$ cat src/rtl/txbuf_pkg.sv
package txbuf_pkg;

    typedef enum logic [1:0] {
        STAT_EMPTY = 2'd0,
        STAT_VALID = 2'd1,
        STAT_BAD   = 2'd2
    } stat_kind_e;

    function automatic stat_kind_e classify_status(input logic [7:0] s, input int unsigned max_bytes);
        if (s == 8'h00)
            return STAT_EMPTY;
        if (s[7:4] != 4'h0 || int'(s[3:0]) > max_bytes)
            return STAT_BAD;
        return STAT_VALID;
    endfunction

endpackage

$ cat src/rtl/txbuf_mem.sv
module txbuf_mem #(
    parameter int NBYTES = 8,
    parameter int AW     = 5
) (
    input  logic                           clk,
    input  logic                           rst_n,
    input  logic                           host_we,
    input  logic [AW-1:0]                  host_addr,
    input  logic [7:0]                     host_wdata,
    output logic [7:0]                     host_rdata,
    input  logic                           clr_en,
    input  logic                           clr_sel,
    output logic [1:0][7:0]                stat_o,
    output logic [1:0][NBYTES-1:0][7:0]    data_o
);
    localparam int STRIDE = NBYTES + 1;

    typedef struct packed {
        logic [1:0][7:0]             stat;
        logic [1:0][NBYTES-1:0][7:0] data;
    } mem_t;

    mem_t mem_d, mem_q;

    always_comb begin
        mem_d      = mem_q;
        host_rdata = 8'h00;
        for (int b = 0; b < 2; b++) begin
            if (int'(host_addr) == b * STRIDE) begin
                host_rdata = mem_q.stat[b];
                if (host_we) mem_d.stat[b] = host_wdata;
            end
            for (int i = 0; i < NBYTES; i++) begin
                if (int'(host_addr) == b * STRIDE + 1 + i) begin
                    host_rdata = mem_q.data[b][i];
                    if (host_we) mem_d.data[b][i] = host_wdata;
                end
            end
        end
        // consumption clear overrides a simultaneous host write
        if (clr_en) mem_d.stat[clr_sel] = 8'h00;
    end

    always_ff @(posedge clk) begin
        if (!rst_n) mem_q <= '0;
        else        mem_q <= mem_d;
    end

    assign stat_o = mem_q.stat;
    assign data_o = mem_q.data;

endmodule

$ cat src/rtl/txbuf_core.sv
module txbuf_core
    import txbuf_pkg::*;
#(
    parameter int NBYTES = 8
) (
    input  logic                        clk,
    input  logic                        rst_n,
    input  logic                        tx_en,
    input  logic                        bit_req,
    input  logic                        err_clr,
    input  logic [1:0][7:0]             stat_i,
    input  logic [1:0][NBYTES-1:0][7:0] data_i,
    output logic                        clr_en,
    output logic                        clr_sel,
    output logic                        tx_bit,
    output logic                        buf_irq,
    output logic                        err_irq,
    output logic                        underflow_err,
    output logic                        fmt_err
);
    localparam int SHW = NBYTES * 8;
    localparam int CW  = $clog2(SHW + 1);

    typedef struct packed {
        logic           active;
        logic           err;
        logic           idx;
        logic [SHW-1:0] shift;
        logic [CW-1:0]  bits;
        logic           txb;
        logic           buf_irq;
        logic           err_irq;
        logic           fmt_err;
    } core_t;

    core_t      d, q;
    stat_kind_e kind;
    logic [7:0] cur_stat;
    logic       stop_now;

    always_comb begin
        d         = q;
        d.buf_irq = 1'b0;
        d.err_irq = 1'b0;
        d.fmt_err = 1'b0;
        clr_en    = 1'b0;
        clr_sel   = q.idx;
        cur_stat  = stat_i[q.idx];
        kind      = classify_status(cur_stat, NBYTES);
        stop_now  = !tx_en && q.active && stat_i[0] == 8'h00 && stat_i[1] == 8'h00 && q.bits == '0;

        if (tx_en)         d.active = 1'b1;
        else if (stop_now) d.active = 1'b0;
        if (err_clr)       d.err    = 1'b0;

        if (bit_req) begin
            if (!q.active || q.err || stop_now) begin
                d.txb = 1'b1;
            end else if (q.bits != '0) begin
                d.txb   = q.shift[0];
                d.shift = q.shift >> 1;
                d.bits  = q.bits - CW'(1);
            end else begin
                case (kind)
                    STAT_VALID: begin
                        d.txb     = data_i[q.idx][0][0];
                        d.shift   = data_i[q.idx] >> 1;
                        d.bits    = CW'(cur_stat[3:0]) * CW'(8) - CW'(1);
                        d.idx     = ~q.idx;
                        d.buf_irq = 1'b1;
                        clr_en    = 1'b1;
                    end
                    STAT_EMPTY: begin
                        d.err     = 1'b1;
                        d.err_irq = 1'b1;
                        d.idx     = 1'b0;
                        d.txb     = 1'b1;
                    end
                    default: begin
                        d.fmt_err = 1'b1;
                        d.txb     = 1'b1;
                    end
                endcase
            end
        end
        if (!d.active) d.txb = 1'b1;
    end

    always_ff @(posedge clk) begin
        if (!rst_n) begin
            q        <= '0;
            q.txb    <= 1'b1;
        end else begin
            q <= d;
        end
    end

    assign tx_bit        = q.txb;
    assign buf_irq       = q.buf_irq;
    assign err_irq       = q.err_irq;
    assign underflow_err = q.err;
    assign fmt_err       = q.fmt_err;

    AST_IDLE_MARK: assert property (@(posedge clk) disable iff (!rst_n)
        !q.active |-> tx_bit) else $error("idle line not at mark");
    AST_ERR_NO_LOAD: assert property (@(posedge clk) disable iff (!rst_n)
        $past(q.err) && q.err |-> !buf_irq) else $error("load while in error");
    AST_IRQ_SWITCH: assert property (@(posedge clk) disable iff (!rst_n)
        buf_irq |-> q.idx != $past(q.idx)) else $error("no buffer switch");
    AST_IRQ_CLEARED: assert property (@(posedge clk) disable iff (!rst_n)
        buf_irq |-> stat_i[$past(q.idx)] == 8'h00) else $error("status not cleared");
    AST_UNDERFLOW_IDX: assert property (@(posedge clk) disable iff (!rst_n)
        err_irq |-> q.idx == 1'b0 && underflow_err && tx_bit) else $error("bad underflow");
    AST_STOP_GATED: assert property (@(posedge clk) disable iff (!rst_n)
        $fell(q.active) |-> $past(stat_i[0] == 8'h00 && stat_i[1] == 8'h00)) else $error("early stop");
    AST_ONE_EVENT: assert property (@(posedge clk) disable iff (!rst_n)
        $onehot0({buf_irq, err_irq, fmt_err})) else $error("two events at once");

endmodule

$ cat src/rtl/txbuf_serializer.sv
module txbuf_serializer #(
    parameter int NBYTES = 8,
    localparam int AW    = $clog2(2 * (NBYTES + 1))
) (
    input  logic          clk,
    input  logic          rst_n,
    input  logic          host_we,
    input  logic [AW-1:0] host_addr,
    input  logic [7:0]    host_wdata,
    output logic [7:0]    host_rdata,
    input  logic          tx_en,
    input  logic          bit_req,
    output logic          tx_bit,
    output logic          buf_irq,
    output logic          err_irq,
    output logic          underflow_err,
    input  logic          err_clr,
    output logic          fmt_err
);
    logic [1:0][7:0]             stat_w;
    logic [1:0][NBYTES-1:0][7:0] data_w;
    logic                        clr_en_w;
    logic                        clr_sel_w;

    txbuf_mem #(.NBYTES(NBYTES), .AW(AW)) u_mem (
        .clk        (clk),
        .rst_n      (rst_n),
        .host_we    (host_we),
        .host_addr  (host_addr),
        .host_wdata (host_wdata),
        .host_rdata (host_rdata),
        .clr_en     (clr_en_w),
        .clr_sel    (clr_sel_w),
        .stat_o     (stat_w),
        .data_o     (data_w)
    );

    txbuf_core #(.NBYTES(NBYTES)) u_core (
        .clk           (clk),
        .rst_n         (rst_n),
        .tx_en         (tx_en),
        .bit_req       (bit_req),
        .err_clr       (err_clr),
        .stat_i        (stat_w),
        .data_i        (data_w),
        .clr_en        (clr_en_w),
        .clr_sel       (clr_sel_w),
        .tx_bit        (tx_bit),
        .buf_irq       (buf_irq),
        .err_irq       (err_irq),
        .underflow_err (underflow_err),
        .fmt_err       (fmt_err)
    );

endmodule

$ cat config.mk
export PLATFORM = sky130hd
export DESIGN_NAME = txbuf_serializer
export DESIGN_NICKNAME = d
export VERILOG_FILES = /design/src/rtl/txbuf_pkg.sv /design/src/rtl/txbuf_mem.sv /design/src/rtl/txbuf_core.sv /design/src/rtl/txbuf_serializer.sv
export SDC_FILE = /design/constraint.sdc
export NUM_CORES = 1
export LEC_CHECK = 0
export ABC_CLOCK_PERIOD_IN_PS = 3800
export CORE_AREA = 2 2 175 177
export DETAILED_ROUTE_END_ITERATION = 10
export DIE_AREA = 0 0 177 179
export HOLD_SLACK_MARGIN = 0.05
export SYNTH_ARGS = -nofsm -noshare
export SYNTH_HDL_FRONTEND = slang
export SYNTH_SLANG_ARGS = --single-unit
$ cat constraint.sdc
create_clock -name clk -period 3.8 [get_ports clk]
set_clock_uncertainty 0.1 [all_clocks]
set_input_delay 0.38 -clock clk [delete_from_list [all_inputs] [get_ports clk]]
set_output_delay 0.38 -clock clk [all_outputs]
set_load 0.02 [all_outputs]
Yosys cells after proc, flatten, opt, wreduce, memory -nomap -nowiden
Index checks and enable logic that the tools add are counted.
{"block": "classes", "shifts": 0, "bitwise_logic": 7, "addsub": 2, "reduce_logical": 41, "multipliers": 0, "eq_ne": 18, "mux": 56, "n_div": 0, "n_lt_le_gt_ge": 3}
{"operator": "$mux 8", "count": 25}
{"operator": "$mux 64", "count": 2}
{"operator": "$mux 77", "count": 1}
{"operator": "$mux 73", "count": 1}
{"operator": "$mux 72", "count": 1}
{"operator": "$mux 71", "count": 1}
{"operator": "$eq 5x5->1 const B", "count": 10}
{"operator": "$reduce_and 2->1", "count": 17}
{"operator": "$logic_not 8->1", "count": 3}
{"operator": "$eq 5x4->1 const B", "count": 4}
{"operator": "$and 16x16->16", "count": 1}
{"operator": "$mux 16", "count": 1}
{"operator": "$not 16->16", "count": 1}
{"operator": "$mux 1", "count": 15}
{"operator": "$sub 7x1->7 const B", "count": 2}
{"operator": "$eq 5x3->1 const B", "count": 2}
{"operator": "$mux 2", "count": 5}
{"operator": "$demux 8 s1", "count": 1}
{"operator": "$logic_not 7->1", "count": 1}
{"operator": "$reduce_bool 7->1", "count": 1}
{"operator": "$mux 3", "count": 2}
{"operator": "$eq 5x2->1 const B", "count": 1}
{"operator": "$logic_and 1x1->1", "count": 5}
{"operator": "$logic_not 5->1", "count": 1}
{"operator": "15 further kinds", "count": 23}
{"block": "totals", "ramBits": 0, "output_inout_bits": 13, "input_bits": 19, "reg_bits": 222, "latch_bits": 0, "n_memories": 0, "rom_bits": 0, "elab_cells": 154}

Depth between registers and ports, before layout
{"block": "depth", "word_depth": 19, "ltp_mapped": 12, "mapped_depth_nobuf": 8}

By module
From an unflattened synthesis, not the netlist that was laid out.
{"block": "unflattened", "cells_unflattened": 1349, "hier_area_um2": 11897.7}
{"module": "txbuf_mem", "area_per_inst_um2": 7528.5, "seq_area_each_um2": 2882.8, "instances": 1, "cells_each": 822}
{"module": "txbuf_core", "area_per_inst_um2": 4369.2, "seq_area_each_um2": 1541.5, "instances": 1, "cells_each": 527}

Worst setup path after synthesis
OpenSTA, ideal clock, no wires.
{"block": "synth_timing", "path_type": "input -> output", "startpoint": "input host_addr[1]", "endpoint": "output host_rdata[4]", "arrival_time_ns": 2.317, "stages": 6, "n_path_buf": 1, "t_required_ns": 3.320, "path_slack_ns": 1.003, "cell_sequence": "clkbuf_1 > or3b_2 > nor3_2 > a221oi_1 > o221a_2 > a221oi_1"}
{"block": "synth_between", "elab_chain_cells": 19, "elab_cells_between_ends": 36, "cone_classes": "17 x eq/ne; 18 x mux; 1 x reduce/logical"}
{"item": "start: declaration", "line_no": "txbuf_serializer.sv:8", "source": "input logic [AW-1:0] host_addr,"}
{"item": "$logic_not 5->1", "line_no": "txbuf_mem.sv:29", "source": "if (int'(host_addr) == b * STRIDE) begin"}
{"item": "$mux 8", "line_no": "txbuf_mem.sv:29"}
{"item": "$mux 8 (8 in a row)", "line_no": "txbuf_mem.sv:34", "source": "if (int'(host_addr) == b * STRIDE + 1 + i) begin"}
{"item": "$mux 8", "line_no": "txbuf_mem.sv:29"}
{"item": "$mux 8 (7 in a row)", "line_no": "txbuf_mem.sv:34"}
{"item": "$mux 8 *", "line_no": "txbuf_mem.sv:34"}
{"item": "end: declaration", "line_no": "txbuf_serializer.sv:10", "source": "output logic [7:0] host_rdata,"}
Mark *: on every way between the ends. The rest lies on a longest branch, timed or not.

Worst setup path after layout
{"block": "layout_timing", "startpoint": "input host_addr[1]", "endpoint": "output host_rdata[2]"}
Same word-level chain as after synthesis.

==> flow_metrics.py <==
metrics = {
    "clock_tree": {
        "cts-root-buf": "clkbuf_16",
        "cts_buffers": 26,
        "clk_latency_ns": 0.54,
        "cts_hold_buf": 0,
        "cts_resized": 0,
        "clk_pin_slew_ns": 0.06,
        "clock_sinks": 221,
        "htreeDepth": 1,
        "cts_buffer_depth": 3,
        "cts_tree": "done",
        "post_cts_buffers": 0,
    },
    "global_routing": {
        "grt_pass1_vias": 9614,
        "grt_pass1_wl_um": 59000,
        "antenna_found_initial": 0,
        "grt_use_total": 0.242,
        "overflow": 0,
        "grt_max_degree": 99,
    },
    "yosys": {
        "ys_ff_latch": 221,
        "synth_area_um2": 11700,
        "avgSynthCellArea_um2": 8.79,
        "synth_nets": 1355,
        "async_flop_share": 0,
        "synthCells": 1334,
        "synth-main-ff-cell": "dfxtp_1",
        "ys_warn_count": 0,
        "yosysUniqueCellTypes": 74,
        "seq_area_frac_synth": 0.377,
        "synth_edf_count": 0,
    },
    "pwr": {
        "ir_drop_uv": 291,
        "leakagePower_nw": 4.82,
        "power_density_nw_per_um2": 396,
    },
    "placed_design": {
        "dp.cells": 1700,
        "place_hpwl_um": 26200,
        "place_congestion": 0.966,
        "io_buffer_count": 31,
    },
    "setup_path": {
        "cp.arrival_ns": 3.17,
        "crit_path_start_kind": "primary input",
        "ff2ff_path_depth": 8,
        "required_ns": 3.32,
        "crit_type": "in2out",
        "cp-end-kind": "primary output",
        "ff2ff_setup_slack_ns": 0.73,
        "critPathMaxFanout": 46,
    },
    "sta": {
        "hold_violations": 0,
        "setup_viol": 0,
        "finalMaxSlewViolations": 0,
        "fin_crit_sh": 0.962,
        "post-route-min-period_ns": 3.65,
        "rsz0062_at_grt": "no",
        "clock.fmax_mhz": 274,
        "slew_headroom": 0.117,
        "finalSetupTns_ns": 0,
        "whs_ns": 0.278,
        "tightest_slew_ns": 1.32,
    },
    "final_layout": {
        "fillCellCount": 3020,
        "syn2layout_area_growth_pct": 13.6,
        "seqCellArea_um2": 4430,
        "final_nets": 1353,
        "multi_input_area_um2": 6730,
        "drive_gt1_frac": 0.129,
        "fin_cells": 1745,
        "num_antenna_cells": 0,
    },
    "route": {
        "dr.pass1.iters": 5,
        "vias_per_cell": 5.65,
        "drt_wl_total_um": 38100,
        "drc": 0,
        "ant_nets": 0,
        "routedWlPerCell_um": 21.8,
        "vias": 9858,
        "drtIter0Drc": 887,
    },
    "hold_path": {
        "hold_path.class": "in2reg",
        "hold_depth": 3,
    },
    "floorplanning": {
        "coreArea_um2": 30000,
        "rows": 64,
        "die_y_um": 179,
        "io_pins": 32,
        "die_area_um2": 31700,
        "start_util": 0.390,
        "die_x_um": 177,
    },
    "status": {
        "status": "finished, final reports clean",
    },
    "flow_run": {
        "cap_violations": 0,
    },
}
-- worst max-delay path, stage by stage --
cell and delay (ns):
clkdlybuf4s50_1 0.55, buf_12 0.25, nor4b_1 0.09, o41ai_1 0.48, o211ai_1 0.22, o311a_1 0.17
a211oi_1 0.28, o22ai_1 0.18, clkdlybuf4s50_1 0.56
-- report_power, final --
| group | total, mW | leakage [nW] | internal, mW | switching [mW] |
|---|---|---|---|---|
| clock | 2.44 | 0.403 | 1.44 | 1.00 |
| sequential | 2.35 | 1.78 | 2.33 | 0.0165 |
| combinational | 0.484 | 2.63 | 0.172 | 0.312 |
-- cell usage in the layout, fill, tap and decap left out, types with 5 or more instances in the layout --
| master | Yosys | final |
|---|---|---|
| a21boi_0 | 56 | 56 |
| a21boi_1 | 63 | 63 |
| a21oi_1 | 27 | 27 |
| a221o_1 | 5 | 5 |
| a221oi_1 | 6 | 6 |
| a22oi_1 | 9 | 9 |
| a31oi_1 | 6 | 6 |
| a32oi_1 | 7 | 7 |
| and3_1 | 6 | 6 |
| buf_12 | 0 | 5 |
| buf_4 | 0 | 55 |
| clkbuf_1 | 75 | 6 |
| clkbuf_16 | 0 | 27 |
| clkdlybuf4s50_1 | 0 | 28 |
| clkinv_2 | 0 | 5 |
| dfxtp_1 | 221 | 220 |
| inv_1 | 9 | 9 |
| mux2_2 | 9 | 9 |
| mux2i_1 | 161 | 161 |
| nand2_1 | 231 | 231 |
| nand2b_1 | 9 | 9 |
| nand3_1 | 67 | 67 |
| nor2_1 | 46 | 45 |
| nor2b_1 | 86 | 86 |
| nor3_1 | 7 | 7 |
| nor3b_1 | 6 | 6 |
| nor4_1 | 6 | 6 |
| o211ai_1 | 15 | 15 |
| o211ai_2 | 50 | 50 |
| o21ai_0 | 15 | 15 |
| o221ai_1 | 7 | 7 |
| o22ai_1 | 10 | 10 |
-- layout make-up --
class / instances / area share
clock buffer: 37 / 0.0566
tap: 396 / 0.0372
multi-input combinational: 984 / 0.506
sequential: 221 / 0.333
timing repair buffer: 90 / 0.0603
inverter: 9 / 0.00254
clock inverter: 8 / 0.00526
-- cells by family after synthesis --
group / after synthesis / share of synthesized area
compound gates: 321 / 0.224
xor+xnor: 1 / 0.000747
fa+ha+maj: 2 / 0.00213
buf+inv: 129 / 0.0490
flops: 221 / 0.377
mux: 172 / 0.150
simple gates: 488 / 0.197
-- through the flow --
step           cell area, um^2  setup slack [ns]  total power, mW  utilization
6_report                 13300             0.146             5.27        0.443
5_1_grt                  13300            0.0519             5.45        0.443
4_1_cts                  13300             0.205             5.31        0.443
3_5_place_dp             12500             0.207             2.88        0.416
3_3_place_gp             12500             0.191             2.87        0.416
2_1_floorplan            11700              1.00             2.70            -
-- sequential cells by signal, indices dropped and copies added, names as in the netlist --
name and cells:
u_core.err_irq 1, u_core.clr_sel 1, u_core.buf_irq 1, u_mem.data_o 128
u_core.fmt_err 1, u_core.tx_bit 1, u_core.q 71, u_core.underflow_err 1
u_mem.stat_o 16
-- worst paths after layout --
check | start | end
setup / recovery | host_addr[1] | host_rdata[2]
hold / removal | rst_n | u_core.err_irq$_SDFF_PP0_
setup reg to reg | u_core.q[4]$_SDFFE_PN0P_ | u_core.q[43]$_SDFFE_PN0P_
hold reg to reg | u_core.q[68]$_SDFFE_PN0P_ | u_core.q[68]$_SDFFE_PN0P_
-- cell usage after synthesis, drive strengths merged (10+ instances only) --
master	number	share of area
o21ai	19	0.0081
nor2	46	0.015
nand3	67	0.029
nand2	232	0.075
clkbuf	75	0.024
a21boi	119	0.076
a21oi	27	0.012
mux2i	161	0.14
o211ai	65	0.063
nor2b	86	0.046
dfxtp	221	0.38
buf	45	0.022
o22ai	10	0.0053
-- routing by layer --
layer	wire [um]	vias to the layer above	global-route usage
met3	1650	68	0.0286
met4	1200	0	0.0789
met1	17700	4777	0.331
met5	0	-	0
met2	17500	252	0.397
li1	-	4761	-
Power figures use the tool's default switching activity.
